==> config.mk <==
export PLATFORM = sky130hd
export DESIGN_NAME = spi_burst_seq
export DESIGN_NICKNAME = d
export VERILOG_FILES = /design/src/rtl/spi_seq_pkg.sv /design/src/rtl/spi_seq_cfg.sv /design/src/rtl/spi_seq_clkgen.sv /design/src/rtl/spi_seq_shifter.sv /design/src/rtl/spi_burst_seq.sv
export SDC_FILE = /design/constraint.sdc
export NUM_CORES = 1
export LEC_CHECK = 0
export BUFFER_PORTS_ARGS = -buffer_cell sky130_fd_sc_hd__buf_4
export CORE_ASPECT_RATIO = 2
export CORE_MARGIN = 1.5
export CORE_UTILIZATION = 60
export CTS_CLUSTER_DIAMETER = 40
export DETAILED_ROUTE_END_ITERATION = 6
export GPL_ROUTABILITY_DRIVEN = 0
export HOLD_SLACK_MARGIN = 0.15
export MAX_ROUTING_LAYER = met4
export PLACE_DENSITY = 0.86
export SLEW_MARGIN = 5
export SYNTH_ARGS = -nofsm -noshare
export SYNTH_HDL_FRONTEND = slang
export SYNTH_SLANG_ARGS = --single-unit
export TNS_END_PERCENT = 1
==> constraint.sdc <==
create_clock -name clk -period 9 [get_ports clk]
set_clock_uncertainty 0.2 [all_clocks]
set_input_delay 2.25 -clock clk [delete_from_list [all_inputs] [get_ports clk]]
set_output_delay 2.25 -clock clk [all_outputs]
set_load 0.03 [all_outputs]
==> src/rtl/spi_seq_pkg.sv <==
// Package: shared control-word layout, reset constants and sequencer state type.
// Assumes a 32-bit control word whose bit positions are fixed by the register map.
package spi_seq_pkg;
    localparam int CTRL_W   = 32;
    localparam int EN_BIT   = 0;
    localparam int HOLD_BIT = 26;
    localparam int SRST_BIT = 31;
    localparam int CNT_LSB  = 8;
    localparam int CNT_MSB  = 23;
    localparam int CNT_W    = CNT_MSB - CNT_LSB + 1;
    localparam logic [CTRL_W-1:0] CTRL_RST = 32'h8000_0102;

    typedef enum logic [1:0] {
        SEQ_IDLE  = 2'd0,
        SEQ_SHIFT = 2'd1,
        SEQ_GAP   = 2'd2
    } seq_state_e;
endpackage

==> src/rtl/spi_seq_cfg.sv <==
// Module: configuration holder for control word, frame size and divider.
// Assumes srst_n already merges the hard reset with the soft-reset write.
module spi_seq_cfg
    import spi_seq_pkg::*;
#(
    parameter int SIZE_W   = 6,
    parameter int DIV_W    = 8,
    parameter int MAX_SIZE = 32,
    parameter int SIZE_RST = 4,
    parameter int DIV_RST  = 7
) (
    input  logic              clk,
    input  logic              srst_n,
    input  logic              ctrl_we,
    input  logic [CTRL_W-1:0] ctrl_wdata,
    input  logic              size_we,
    input  logic [SIZE_W-1:0] size_wdata,
    input  logic              div_we,
    input  logic [DIV_W-1:0]  div_wdata,
    output logic [CTRL_W-1:0] ctrl_q,
    output logic [SIZE_W-1:0] size_q,
    output logic [DIV_W-1:0]  div_q
);
    localparam logic [SIZE_W-1:0] MAX_V = SIZE_W'(MAX_SIZE);

    // Hold the three configuration values; size writes are screened for range and enable.
    always_ff @(posedge clk) begin
        if (!srst_n) begin
            ctrl_q <= CTRL_RST;
            size_q <= SIZE_W'(SIZE_RST);
            div_q  <= DIV_W'(DIV_RST);
        end else begin
            if (ctrl_we) ctrl_q <= ctrl_wdata;
            if (size_we && !ctrl_q[EN_BIT] && (size_wdata <= MAX_V)) size_q <= size_wdata;
            if (div_we) div_q <= div_wdata;
        end
    end


    size_legal_chk: assert property (@(posedge clk) disable iff (!srst_n) size_q <= MAX_V);
endmodule

==> src/rtl/spi_seq_clkgen.sv <==
// Module: half-period tick generator for SCLK.
// Assumes run drops whenever the engine is idle, so every active phase starts a full half-period.
module spi_seq_clkgen #(
    parameter int DIV_W = 8
) (
    input  logic             clk,
    input  logic             srst_n,
    input  logic             run,
    input  logic [DIV_W-1:0] div,
    output logic             tick
);
    logic [DIV_W-1:0] cnt;

    assign tick = run && (cnt >= div);

    // Count system clocks within one SCLK level; restart on every tick or when stopped.
    always_ff @(posedge clk) begin
        if (!srst_n || !run) cnt <= '0;
        else if (tick)       cnt <= '0;
        else                 cnt <= cnt + 1'b1;
    end
endmodule

==> src/rtl/spi_seq_shifter.sv <==
// Module: MSB-first transmit shifter and receive collector for one frame.
// Assumes nbits is 1..DATA_W and that rise/fall never coincide with load.
module spi_seq_shifter #(
    parameter int DATA_W = 32,
    parameter int SIZE_W = 6
) (
    input  logic              clk,
    input  logic              srst_n,
    input  logic              load,
    input  logic [DATA_W-1:0] tx_word,
    input  logic [SIZE_W-1:0] nbits,
    input  logic              rise,
    input  logic              fall,
    input  logic              miso,
    output logic              mosi,
    output logic [DATA_W-1:0] rx_word
);
    logic [DATA_W-1:0] tx_sh;
    logic [DATA_W-1:0] rx_sh;

    assign mosi    = tx_sh[DATA_W-1];
    assign rx_word = rx_sh;

    // Align the frame's top bit to the MSB on load, advance on each falling edge.
    always_ff @(posedge clk) begin
        if (!srst_n)   tx_sh <= '0;
        else if (load) tx_sh <= tx_word << (DATA_W - int'(nbits));
        else if (fall) tx_sh <= tx_sh << 1;
    end

    // Clear on load, shift MISO in from the bottom on each rising edge.
    always_ff @(posedge clk) begin
        if (!srst_n || load) rx_sh <= '0;
        else if (rise)       rx_sh <= {rx_sh[DATA_W-2:0], miso};
    end
endmodule

==> src/rtl/spi_burst_seq.sv <==
// Module: SPI master burst sequencer (top). Drains the transmit FIFO frame by frame,
// drives SCLK/MOSI/cs_n in mode 0, fills the receive FIFO and raises burst events.
// Assumes external FIFOs with show-ahead transmit data and a full flag on receive.
module spi_burst_seq
    import spi_seq_pkg::*;
#(
    parameter int DATA_W   = 32,
    parameter int SIZE_W   = 6,
    parameter int DIV_W    = 8,
    parameter int MAX_SIZE = 32,
    parameter int SIZE_RST = 4,
    parameter int DIV_RST  = 7
) (
    input  logic              clk,
    input  logic              rst_n,
    input  logic              ctrl_we,
    input  logic [31:0]       ctrl_wdata,
    input  logic              size_we,
    input  logic [SIZE_W-1:0] size_wdata,
    input  logic              div_we,
    input  logic [DIV_W-1:0]  div_wdata,
    input  logic [2:0]        intr_clr,
    output logic [31:0]       cfg_ctrl,
    output logic [SIZE_W-1:0] cfg_size,
    output logic [DIV_W-1:0]  cfg_div,
    input  logic              tx_valid,
    input  logic [DATA_W-1:0] tx_data,
    output logic              tx_pop,
    input  logic              rx_full,
    output logic              rx_push,
    output logic [DATA_W-1:0] rx_data,
    output logic              sclk,
    output logic              mosi,
    input  logic              miso,
    output logic              cs_n,
    output logic              st_done,
    output logic              st_ready,
    output logic              st_ovf,
    output logic              ris_done,
    output logic              ris_ready,
    output logic              ris_ovf
);
    localparam logic [SIZE_W-1:0] FULL_SIZE = SIZE_W'(DATA_W);

    seq_state_e        state;
    logic              srst_n;
    logic              tick, rise, fall, start, frame_end, last_bit, last_frame;
    logic [SIZE_W-1:0] nbits_eff;
    logic [SIZE_W-1:0] bit_cnt;
    logic [CNT_W-1:0]  remain;

    assign srst_n = rst_n && !(ctrl_we && ctrl_wdata[SRST_BIT]);

    spi_seq_cfg #(
        .SIZE_W(SIZE_W), .DIV_W(DIV_W), .MAX_SIZE(MAX_SIZE),
        .SIZE_RST(SIZE_RST), .DIV_RST(DIV_RST)
    ) u_cfg (
        .clk(clk), .srst_n(srst_n),
        .ctrl_we(ctrl_we), .ctrl_wdata(ctrl_wdata),
        .size_we(size_we), .size_wdata(size_wdata),
        .div_we(div_we), .div_wdata(div_wdata),
        .ctrl_q(cfg_ctrl), .size_q(cfg_size), .div_q(cfg_div)
    );

    spi_seq_clkgen #(.DIV_W(DIV_W)) u_clk (
        .clk(clk), .srst_n(srst_n), .run(state != SEQ_IDLE), .div(cfg_div), .tick(tick)
    );

    spi_seq_shifter #(.DATA_W(DATA_W), .SIZE_W(SIZE_W)) u_shift (
        .clk(clk), .srst_n(srst_n), .load(start), .tx_word(tx_data), .nbits(nbits_eff),
        .rise(rise), .fall(fall), .miso(miso), .mosi(mosi), .rx_word(rx_data)
    );

    assign nbits_eff  = (cfg_size == '0) ? FULL_SIZE : cfg_size;
    assign start      = (state == SEQ_IDLE) && cfg_ctrl[EN_BIT] && tx_valid && (remain != '0);
    assign rise       = tick && (state == SEQ_SHIFT) && !sclk;
    assign fall       = tick && (state == SEQ_SHIFT) && sclk;
    assign last_bit   = bit_cnt >= nbits_eff;
    assign frame_end  = fall && last_bit;
    assign last_frame = (remain == CNT_W'(1));
    assign tx_pop     = start;
    assign rx_push    = frame_end && !rx_full;

    // Frame sequencing: select, clock edges, bit count and inter-frame gap.
    always_ff @(posedge clk) begin
        if (!srst_n) begin
            state   <= SEQ_IDLE;
            sclk    <= 1'b0;
            cs_n    <= 1'b1;
            bit_cnt <= '0;
        end else begin
            case (state)
                SEQ_IDLE: if (start) begin
                    state   <= SEQ_SHIFT;
                    cs_n    <= 1'b0;
                    sclk    <= 1'b0;
                    bit_cnt <= '0;
                end
                SEQ_SHIFT: begin
                    if (rise) begin
                        sclk    <= 1'b1;
                        bit_cnt <= bit_cnt + 1'b1;
                    end
                    if (fall) begin
                        sclk <= 1'b0;
                        if (last_bit) begin
                            if (last_frame || !cfg_ctrl[HOLD_BIT]) begin
                                cs_n  <= 1'b1;
                                state <= SEQ_GAP;
                            end else begin
                                state <= SEQ_IDLE;
                            end
                        end
                    end
                end
                SEQ_GAP: if (tick) state <= SEQ_IDLE;
                default: state <= SEQ_IDLE;
            endcase
        end
    end

    // Remaining frame count: loaded by control writes, reloaded when a burst ends.
    always_ff @(posedge clk) begin
        if (!srst_n)        remain <= CTRL_RST[CNT_MSB:CNT_LSB];
        else if (ctrl_we)   remain <= ctrl_wdata[CNT_MSB:CNT_LSB];
        else if (frame_end) remain <= last_frame ? cfg_ctrl[CNT_MSB:CNT_LSB] : remain - 1'b1;
    end

    // Status and raw event flags; a set in the same cycle wins over a clear.
    always_ff @(posedge clk) begin
        if (!srst_n) begin
            {st_done, st_ready, st_ovf}    <= '0;
            {ris_done, ris_ready, ris_ovf} <= '0;
        end else begin
            if (intr_clr[0]) ris_done  <= 1'b0;
            if (intr_clr[1]) ris_ready <= 1'b0;
            if (intr_clr[2]) ris_ovf   <= 1'b0;
            if (start) begin
                st_done  <= 1'b0;
                st_ready <= 1'b0;
            end
            if (frame_end) begin
                if (rx_full) begin
                    st_ovf  <= 1'b1;
                    ris_ovf <= 1'b1;
                end else begin
                    st_ovf  <= 1'b0;
                end
                if (last_frame) begin
                    st_done   <= 1'b1;
                    st_ready  <= 1'b1;
                    ris_done  <= 1'b1;
                    ris_ready <= 1'b1;
                end
            end
        end
    end


    sel_low_during_clk_chk: assert property (@(posedge clk) disable iff (!rst_n) sclk |-> !cs_n);

    start_clears_done_chk: assert property (@(posedge clk) disable iff (!rst_n)
        tx_pop |=> (!st_done && !st_ready));

    ovf_needs_full_chk: assert property (@(posedge clk) disable iff (!rst_n)
        $rose(ris_ovf) |-> $past(rx_full));

    done_releases_sel_chk: assert property (@(posedge clk) disable iff (!rst_n)
        $rose(ris_done) |-> cs_n);

    soft_reset_chk: assert property (@(posedge clk) disable iff (!rst_n)
        $past(ctrl_we && ctrl_wdata[SRST_BIT]) |-> ((cfg_ctrl == CTRL_RST) && cs_n && !sclk));
endmodule

## Yosys cells after proc, flatten, opt, wreduce, memory -nomap -nowiden

Cells that the tools add are included.

- Input bits: 89
- Logic and storage cells: 109
- Flip-flop bits (word level): 150
- Output and inout port bits: 89

- Order comparisons: 3
- Reduce and logical (&&, ||, !) cells: 35
- $add $sub $neg: 4
- Shifts and indexed selects: 1
- Mux-type cells: 39
- Equal/unequal tests: 10

Operators by type and width:

| cell | count |
|---|---|
| $mux W32 | 2 |
| $mux W16 | 3 |
| $shl A32 B32 Y32 | 1 |
| $mux W1 | 22 |
| $mux W6 | 3 |
| $eq A16 B1 Y1 const B | 1 |
| $reduce_bool A16 Y1 | 1 |
| $sub A16 B1 Y16 const B | 1 |
| $logic_and A1 B1 Y1 | 13 |
| $pmux W6 S2 | 1 |
| $mux W2 | 5 |
| $add A8 B1 Y8 const B | 1 |
| $ge A8 B8 Y1 | 1 |
| $ne A2 B2 Y1 const B | 4 |
| $reduce_bool A2 Y1 | 4 |
| $logic_not A1 Y1 | 7 |
| $sub A6 B6 Y7 const A | 1 |
| $add A6 B1 Y6 const B | 1 |
| $ge A6 B6 Y1 | 1 |
| $le A6 B6 Y1 const B | 1 |
| $logic_not A6 Y1 | 1 |
| $pmux W2 S3 | 1 |
| $reduce_and A3 Y1 | 2 |
| $reduce_and A5 Y1 | 1 |
| other kinds (9) | 13 |

## Depth between registers and ports, before layout

Gate-level depths: netlist of run 1.

- Depth after elaboration: 7
- Gate-level depth with buffers: 18
- Gate-level depth less buffers: 13

## Hierarchy

From an unflattened synthesis of run 1, not the netlist that was laid out.

- Cell total of the unflattened synthesis: 993
- Area total of the unflattened synthesis: 8,886.0 um^2

By module, submodules not included:

| module | cells each | sequential area each (um^2) | instances | area each (um^2) |
|---|---|---|---|---|
| spi_seq_shifter | 503 | 1,281.2 | 1 | 4,581.9 |
| spi_burst_seq | 275 | 640.6 | 1 | 2,045.7 |
| spi_seq_cfg | 156 | 920.9 | 1 | 1,732.9 |
| spi_seq_clkgen | 59 | 160.2 | 1 | 525.5 |

## Least setup slack after synthesis of run 1

Ideal clock, no wire load.

- Path type: register to output
- Start: register u_cfg.size_q[0]
- End: output rx_push
- Required time: 6,550 ps
- Stages on the path, launching flop included: 16
- Buffers on the path: 3
- Setup slack: 3,227 ps
- Data arrival time: 3,323 ps
- Cells stage by stage: dfxtp_1 -> clkbuf_1 -> inv_1 -> ha_1 -> or3b_1 -> buf_6 -> o21ai_4 -> inv_4 -> buf_2 -> ha_1 -> nand2b_1 -> a21oi_1 -> o21ai_0 -> a31o_2 -> nand2_1 -> nor2_1

- Word-level cells in the longest chain between the ends: 5

RTL lines:

| item | line | RTL |
|---|---|---|
| from (decl) | spi_seq_cfg.sv:21 | `output logic [SIZE_W-1:0] size_q,` |
| from (signal assigned) | spi_seq_cfg.sv:30 | `size_q <= SIZE_W'(SIZE_RST);` |
| from (signal assigned) | spi_seq_cfg.sv:34 | `if (size_we && !ctrl_q[EN_BIT] && (size_wdata <= MAX_V)) size_q <= size_wdata;` |
| $logic_not A6 Y1 | spi_burst_seq.sv:74 | `assign nbits_eff = (cfg_size == '0) ? FULL_SIZE : cfg_size;` |
| $mux W6 (*) | spi_burst_seq.sv:74 |  |
| $ge A6 B6 Y1 (*) | spi_burst_seq.sv:78 | `assign last_bit = bit_cnt >= nbits_eff;` |
| $logic_and A1 B1 Y1 (*) | spi_burst_seq.sv:79 | `assign frame_end = fall && last_bit;` |
| $logic_and A1 B1 Y1 (*) | spi_burst_seq.sv:82 | `assign rx_push = frame_end && !rx_full;` |
| to (decl) | spi_burst_seq.sv:30 | `output logic rx_push,` |

Mark *: on every way between the ends. The rest lies on a longest branch, timed or not.

## Final worst setup path of run 1

Ends and elaborated chain as after synthesis.

==> impl_metrics.yaml, run 1 <==
run_status:
  outcome: "finished with violations"
  violations: "DRC"
sta:
  setup_viol: 0
  tightest_slew_ns: 1.41
  whs_ns: 0.255
  max_freq_mhz: 146
  setup-tns-final_ns: 0
  fin_crit_ns: 6.83
  hold_viol: 0
  finalCritPeriodShare_pct: 75.9
  slew_headroom_pct: 3.25
  finalMaxSlewViolations: 0
  rsz0062_at_grt: "no"
worst_setup_path:
  crit_start: "u_cfg.size_q[0]"
  reg2regPathDepth: 9
  regToRegSetupSlack_ns: 4.12
  worst_ep_required_time_ns: 6.55
  arrival_ns: 4.38
  endpoint_kind: "output pin"
  critPathMaxFanout: 27
  crit_end: "rx_push"
  cp-start-kind: "flop"
  reg2reg_from: "u_cfg.size_q[0]"
  r2r-end: "u_shift.tx_sh[29]"
  critPathKind: "reg -> out"
synthesis:
  synth_most_common_cell: "nand2_1"
  ys.flop_type: "dfxtp_1"
  synth.top_cells.by_area: "dfxtp_1 35%, nand2_1 7.1%, mux2i_1 7.0%, a21oi_1 5.7%, o21ai_0 4.2%"
  synthTopCellsByCount: "161 x nand2_1, 150 x dfxtp_1, 98 x a21oi_1, 93 x nor2_1, 71 x o21ai_0"
  synth_area_per_cell_sq_um: 8.12
  netlist-cell-type-count: 72
  syn_area_sq_um: 8530
  ys.warnings.count: 0
  synth_top_area_share_pct: 35.2
  ys_seq_area_share_pct: 35.2
  synth_seq_cells: 150
  synth_top_cell_by_area: "dfxtp_1"
  synth_edf_count: 0
  async_flop_share_pct: 0
  syn-num-nets: 1159
  synth_cells: 1051
job:
  drv_cap: 0
route:
  wl_met3_um: 1970
  wire_per_inst_um: 19.6
  vias: 8928
  viasPerCell: 6.46
  drc: 4
  wl_met1_um: 9350
  routed_wl_um: 27100
  postRouteAntennaNets: 0
  highest_layer: "met4"
  wl_met2_um: 14100
  dr.pass1.iters: 7
  drt_iter0_markers: 891
cells_and_area:
  nFillCells: 1073
  multi_input_area_sq_um: 5130
  area_delta_synth_final_pct: 22.2
  design_area_sq_um: 10400
  final_util_pct: 75.0
  drive_above_1_share_pct: 21.6
  final-seq-area_sq_um: 3000
  nNetsFinal: 1288
clock_network:
  clock_path_buffers: 2
  cts_sinks: 150
  clkTransAtPathRegs_ns: 0.07
  cts.hold.buffers_added: 0
  cts_tree: "yes"
  root_buffer: "clkbuf_16"
  htree_levels: 4
  worstSkewPairLatency_ns: 0.42
  cts.repair.resized: 0
  cts_buffers: 17
  cts_setup_buffers: 0
floorplanning:
  start_util_pct: 61.4
  die_h_um: 172
  coreArea_sq_um: 13900
  dieArea_sq_um: 15000
  rows: 61
  io_pins: 178
  die_w_um: 87.3
place:
  dpl_cell_area_sq_um: 9880
  numPortBuffers: 177
  dp_hpwl_um: 19100
global_route:
  grt_max_degree: 49
  grt-ovfl-total: 0
  grt_use_total_pct: 37.1
  grt_pass1_wl_um: 42000
  antenna_found_initial: 1
  grt_pass1_vias: 8304
pwr:
  power.leakage_nw: 4.21
  p_per_area_nw_per_um2: 160
  vdd_drop_max_mv: 0.214
hold_path:
  hp-class: "reg -> reg"
-- critical path, stage by stage, from the launching register on --
cell and delay [ns]:
dfxtp_1 0.74, inv_1 0.25, ha_1 0.39, or3b_1 0.42, o21ai_4 0.14, inv_4 0.37
ha_1 0.31, nand2b_1 0.14, a21oi_1 0.17, o21ai_0 0.11, a31o_2 0.38, nand2_1 0.29
nor2_1 0.07, buf_4 0.17
-- worst min-delay path by stage --
stage | from | slack (ns) | endpoint | cells past startpoint
floorplan | u_clk.cnt[0] | 0.25 | u_clk.cnt[0] | 1
global placement | u_cfg.ctrl_q[31] | 0.24 | u_cfg.ctrl_q[31] | 1
detailed placement | u_cfg.ctrl_q[31] | 0.25 | u_cfg.ctrl_q[31] | 1
CTS | st_ready | 0.26 | st_ready | 2
global route | u_shift.rx_word[24] | 0.29 | u_shift.rx_word[25] | 2
finish | st_ready | 0.25 | st_ready | 2
-- power breakdown --
| group | switching, mW | internal, mW |
|---|---|---|
| Combinational | 0.190 | 0.123 |
| Clock | 0.301 | 0.358 |
| Sequential | 0.0178 | 0.682 |
| Total | 0.509 | 1.16 |
-- cell type report --
| type | instances | share of cell area [%] |
|---|---|---|
| Clock inverter | 14 | 1.15 |
| Clock buffer | 17 | 4.08 |
| Timing Repair Buffer | 189 | 13.6 |
| Tap cell | 189 | 2.27 |
| Antenna cell | 1 | 0.0240 |
| Multi-Input combinational cell | 798 | 49.2 |
| Sequential cell | 150 | 28.8 |
| Inverter | 24 | 0.888 |
-- cell families after synthesis --
group | synth area share, %
DFF | 35.2
AOI/OAI and AO/OA | 24.5
buffers and inverters | 4.87
and+or+nand+nor | 18.1
muxes | 12.8
adders and majority gates | 2.79
xor gates and xnor gates | 1.64
-- placed cells by master, fill, tap and decap left out, types with 6 or more instances in the layout --
master and n:
a211o_1 10, clkinvlp_4 6, clkbuf_16 17, o211ai_1 12, xnor2_1 7, o211a_1 7, buf_4 189, a22oi_1 8
o21ai_0 69, dfxtp_1 150, inv_1 22, o221ai_1 10, nor3_1 18, o22ai_1 23, nand2b_1 9, xor2_1 9
or3_1 6, a31oi_1 18, nand3_1 25, a211oi_1 9, nor2b_1 9, mux4_1 6, nor2_1 93, a21oi_1 98
ha_1 19, mux2_2 10, nand2_1 160, mux4_2 9, mux2i_1 60
-- layer usage --
layer	up-vias	GRT usage, %
met5	-	-
met4	0	21.9
met3	149	9.93
met2	504	63.8
met1	4160	36.7
li1	4115	-
-- metrics by stage --
step	std cells	setup slack (ns)	total power [mW]
after floorplan	1051	3.23	0.910
after global placement	1350	2.79	1.01
after detailed placement	1350	2.69	1.01
after CTS	1381	2.21	1.66
after global routing	1382	1.90	1.73
final	1382	2.17	1.67
-- registers in the layout, summed over array words and instances (netlist names) --
register / count
state: 2
u_cfg.div_q: 8
u_clk.cnt: 8
remain: 16
ris_done: 1
ris_ready: 1
bit_cnt: 6
cs_n: 1
st_done: 1
u_cfg.ctrl_q: 32
st_ovf: 1
ris_ovf: 1
st_ready: 1
u_cfg.size_q: 6
u_shift.rx_word: 32
u_shift.tx_sh: 32
sclk: 1
(Power assumes the default switching activity.)
==> run 2, diff against run 1 <==
--- a/config.mk
+++ b/config.mk
@@ -8,13 +8,13 @@
 export BUFFER_PORTS_ARGS = -buffer_cell sky130_fd_sc_hd__buf_4
 export CORE_ASPECT_RATIO = 2
 export CORE_MARGIN = 1.5
-export CORE_UTILIZATION = 60
+export CORE_UTILIZATION = 50
 export CTS_CLUSTER_DIAMETER = 40
 export DETAILED_ROUTE_END_ITERATION = 6
 export GPL_ROUTABILITY_DRIVEN = 0
 export HOLD_SLACK_MARGIN = 0.15
 export MAX_ROUTING_LAYER = met4
-export PLACE_DENSITY = 0.86
+export PLACE_DENSITY = 0.77
 export SLEW_MARGIN = 5
 export SYNTH_ARGS = -nofsm -noshare
 export SYNTH_HDL_FRONTEND = slang
==> constraint.sdc (replaced) <==
create_clock -name clk -period 5.7 [get_ports clk]
set_clock_uncertainty 0.2 [all_clocks]
set_input_delay 1.425 -clock clk [delete_from_list [all_inputs] [get_ports clk]]
set_output_delay 1.425 -clock clk [all_outputs]
set_load 0.03 [all_outputs]
==> impl_metrics.yaml, run 2 (same netlist as run 1, synthesis figures left out) <==
place:
  numPortBuffers: 177
  dp_hpwl_um: 19600
  dp.cells: 1371
  dp_slack_ns: 0.788
  dpl_cell_area_sq_um: 9930
route:
  wire_per_inst_um: 19.3
  viasPerCell: 6.20
  dr.pass1.iters: 5
  vias: 8708
  drc: 0
  drt_iter0_markers: 640
  routed_wl_um: 27100
  postRouteAntennaNets: 0
pwr:
  p_per_area_nw_per_um2: 257
  power.leakage_nw: 4.27
  vdd_drop_max_mv: 0.250
  fin_total_pwr_mw: 2.70
clock_network:
  cts.hold.buffers_added: 0
  htree_levels: 4
  worstSkewPairLatency_ns: 0.43
  cts_sinks: 150
  clkTransAtPathRegs_ns: 0.06
  cts.repair.resized: 0
  cts_tree: "yes"
  cts_setup_buffers: 0
  clock_path_buffers: 2
  cts_buffers: 17
  root_buffer: "clkbuf_16"
hold_path:
  min_to: "st_ready"
  hp-start: "st_ready"
  hold_path_depth: 2
  hp-class: "reg -> reg"
worst_setup_path:
  reg2regPathDepth: 13
  arrival_ns: 3.78
  endpoint_kind: "output pin"
  reg2reg_from: "u_cfg.size_q[0]"
  cp-start-kind: "flop"
  critPathKind: "reg -> out"
  r2r-end: "remain[6]"
  critPathMaxFanout: 14
  worst_ep_required_time_ns: 4.07
  regToRegSetupSlack_ns: 1.53
cells_and_area:
  design_area_sq_um: 10500
  drive_above_1_share_pct: 22.1
  mostFrequentLayoutCells: "192 x buf_4, 160 x nand2_1, 150 x dfxtp_1"
  finalNonFillerCells: 1404
  antenna_cells: 0
  nNetsFinal: 1292
  area_delta_synth_final_pct: 23.2
  final_common_cell: "buf_4"
  final_util_pct: 62.7
sta:
  setup-tns-final_ns: 0
  finalCritPeriodShare_pct: 94.9
  fin_crit_ns: 5.41
  tightest_slew_ns: 1.14
  slew_headroom_pct: 23.9
  whs_ns: 0.257
  setup_ws_ns: 0.292
  setup_viol: 0
  finalMaxSlewViolations: 0
  hold_viol: 0
  rsz0062_at_grt: "no"
  max_freq_mhz: 185
floorplanning:
  start_util_pct: 50.9
  die_w_um: 95.4
  io_pins: 178
  dieArea_sq_um: 17900
  coreArea_sq_um: 16800
  rows: 67
  die_h_um: 188
global_route:
  grt_max_degree: 49
  antenna_found_initial: 0
  grt-ovfl-total: 0
  grt_pass1_wl_um: 42500
  grt_pass1_vias: 8442
  grt_use_total_pct: 31.7
job:
  drv_cap: 0
run_status:
  outcome: "completed"
## run 2: worst max-delay path, stage by stage, from the launching register on
cell      delay [ns]
dfxtp_1         0.31
inv_1           0.18
ha_1            0.41
or3b_1          0.55
o21ai_4         0.29
inv_4           0.05
ha_1            0.26
nand2b_1        0.10
a21oi_1         0.07
o21ai_0         0.16
a31o_2          0.39
nand2_1         0.26
nor2_1          0.15
buf_4           0.17
## run 2: worst max path at each step
stage                     cells after the start  endpoint       startpoint  slack [ns]
after floorplan                              15   rx_push  u_cfg.size_q[0]        0.75
after global placement                       13   rx_push  u_cfg.size_q[0]        0.83
after detailed placement                     13   rx_push  u_cfg.size_q[0]        0.79
after CTS                                    13   rx_push  u_cfg.size_q[0]        0.31
after global routing                         13   rx_push  u_cfg.size_q[0]        0.02
final                                        13   rx_push  u_cfg.size_q[0]        0.29
## run 2: metal layers
layer | vias up | track usage, % | part of all wire [%] | wire (um)
li1 | 4106 | - | - | -
met1 | 4061 | 31.7 | 35 | 9430
met2 | 410 | 53.4 | 52 | 14100
met3 | 131 | 7.66 | 6.7 | 1830
met4 | 0 | 19.9 | 6.4 | 1740
met5 | - | - | 0 | 0
## run 2: where the power goes
part | leakage, nW | internal, mW | total [mW] | switching, mW
registers | 1.22 | 1.08 | 1.10 | 0.0270
logic | 2.77 | 0.196 | 0.500 | 0.303
clock network | 0.284 | 0.624 | 1.10 | 0.472
## run 2: area by class of cell
cell class	instances	area (sq um)
Inverter	24	92.6
Fill cell	1494	6250
Sequential cell	150	3000
Clock buffer	18	439
Timing Repair Buffer	193	1450
Tap cell	207	259
Multi-Input combinational cell	798	5130
Clock inverter	14	141
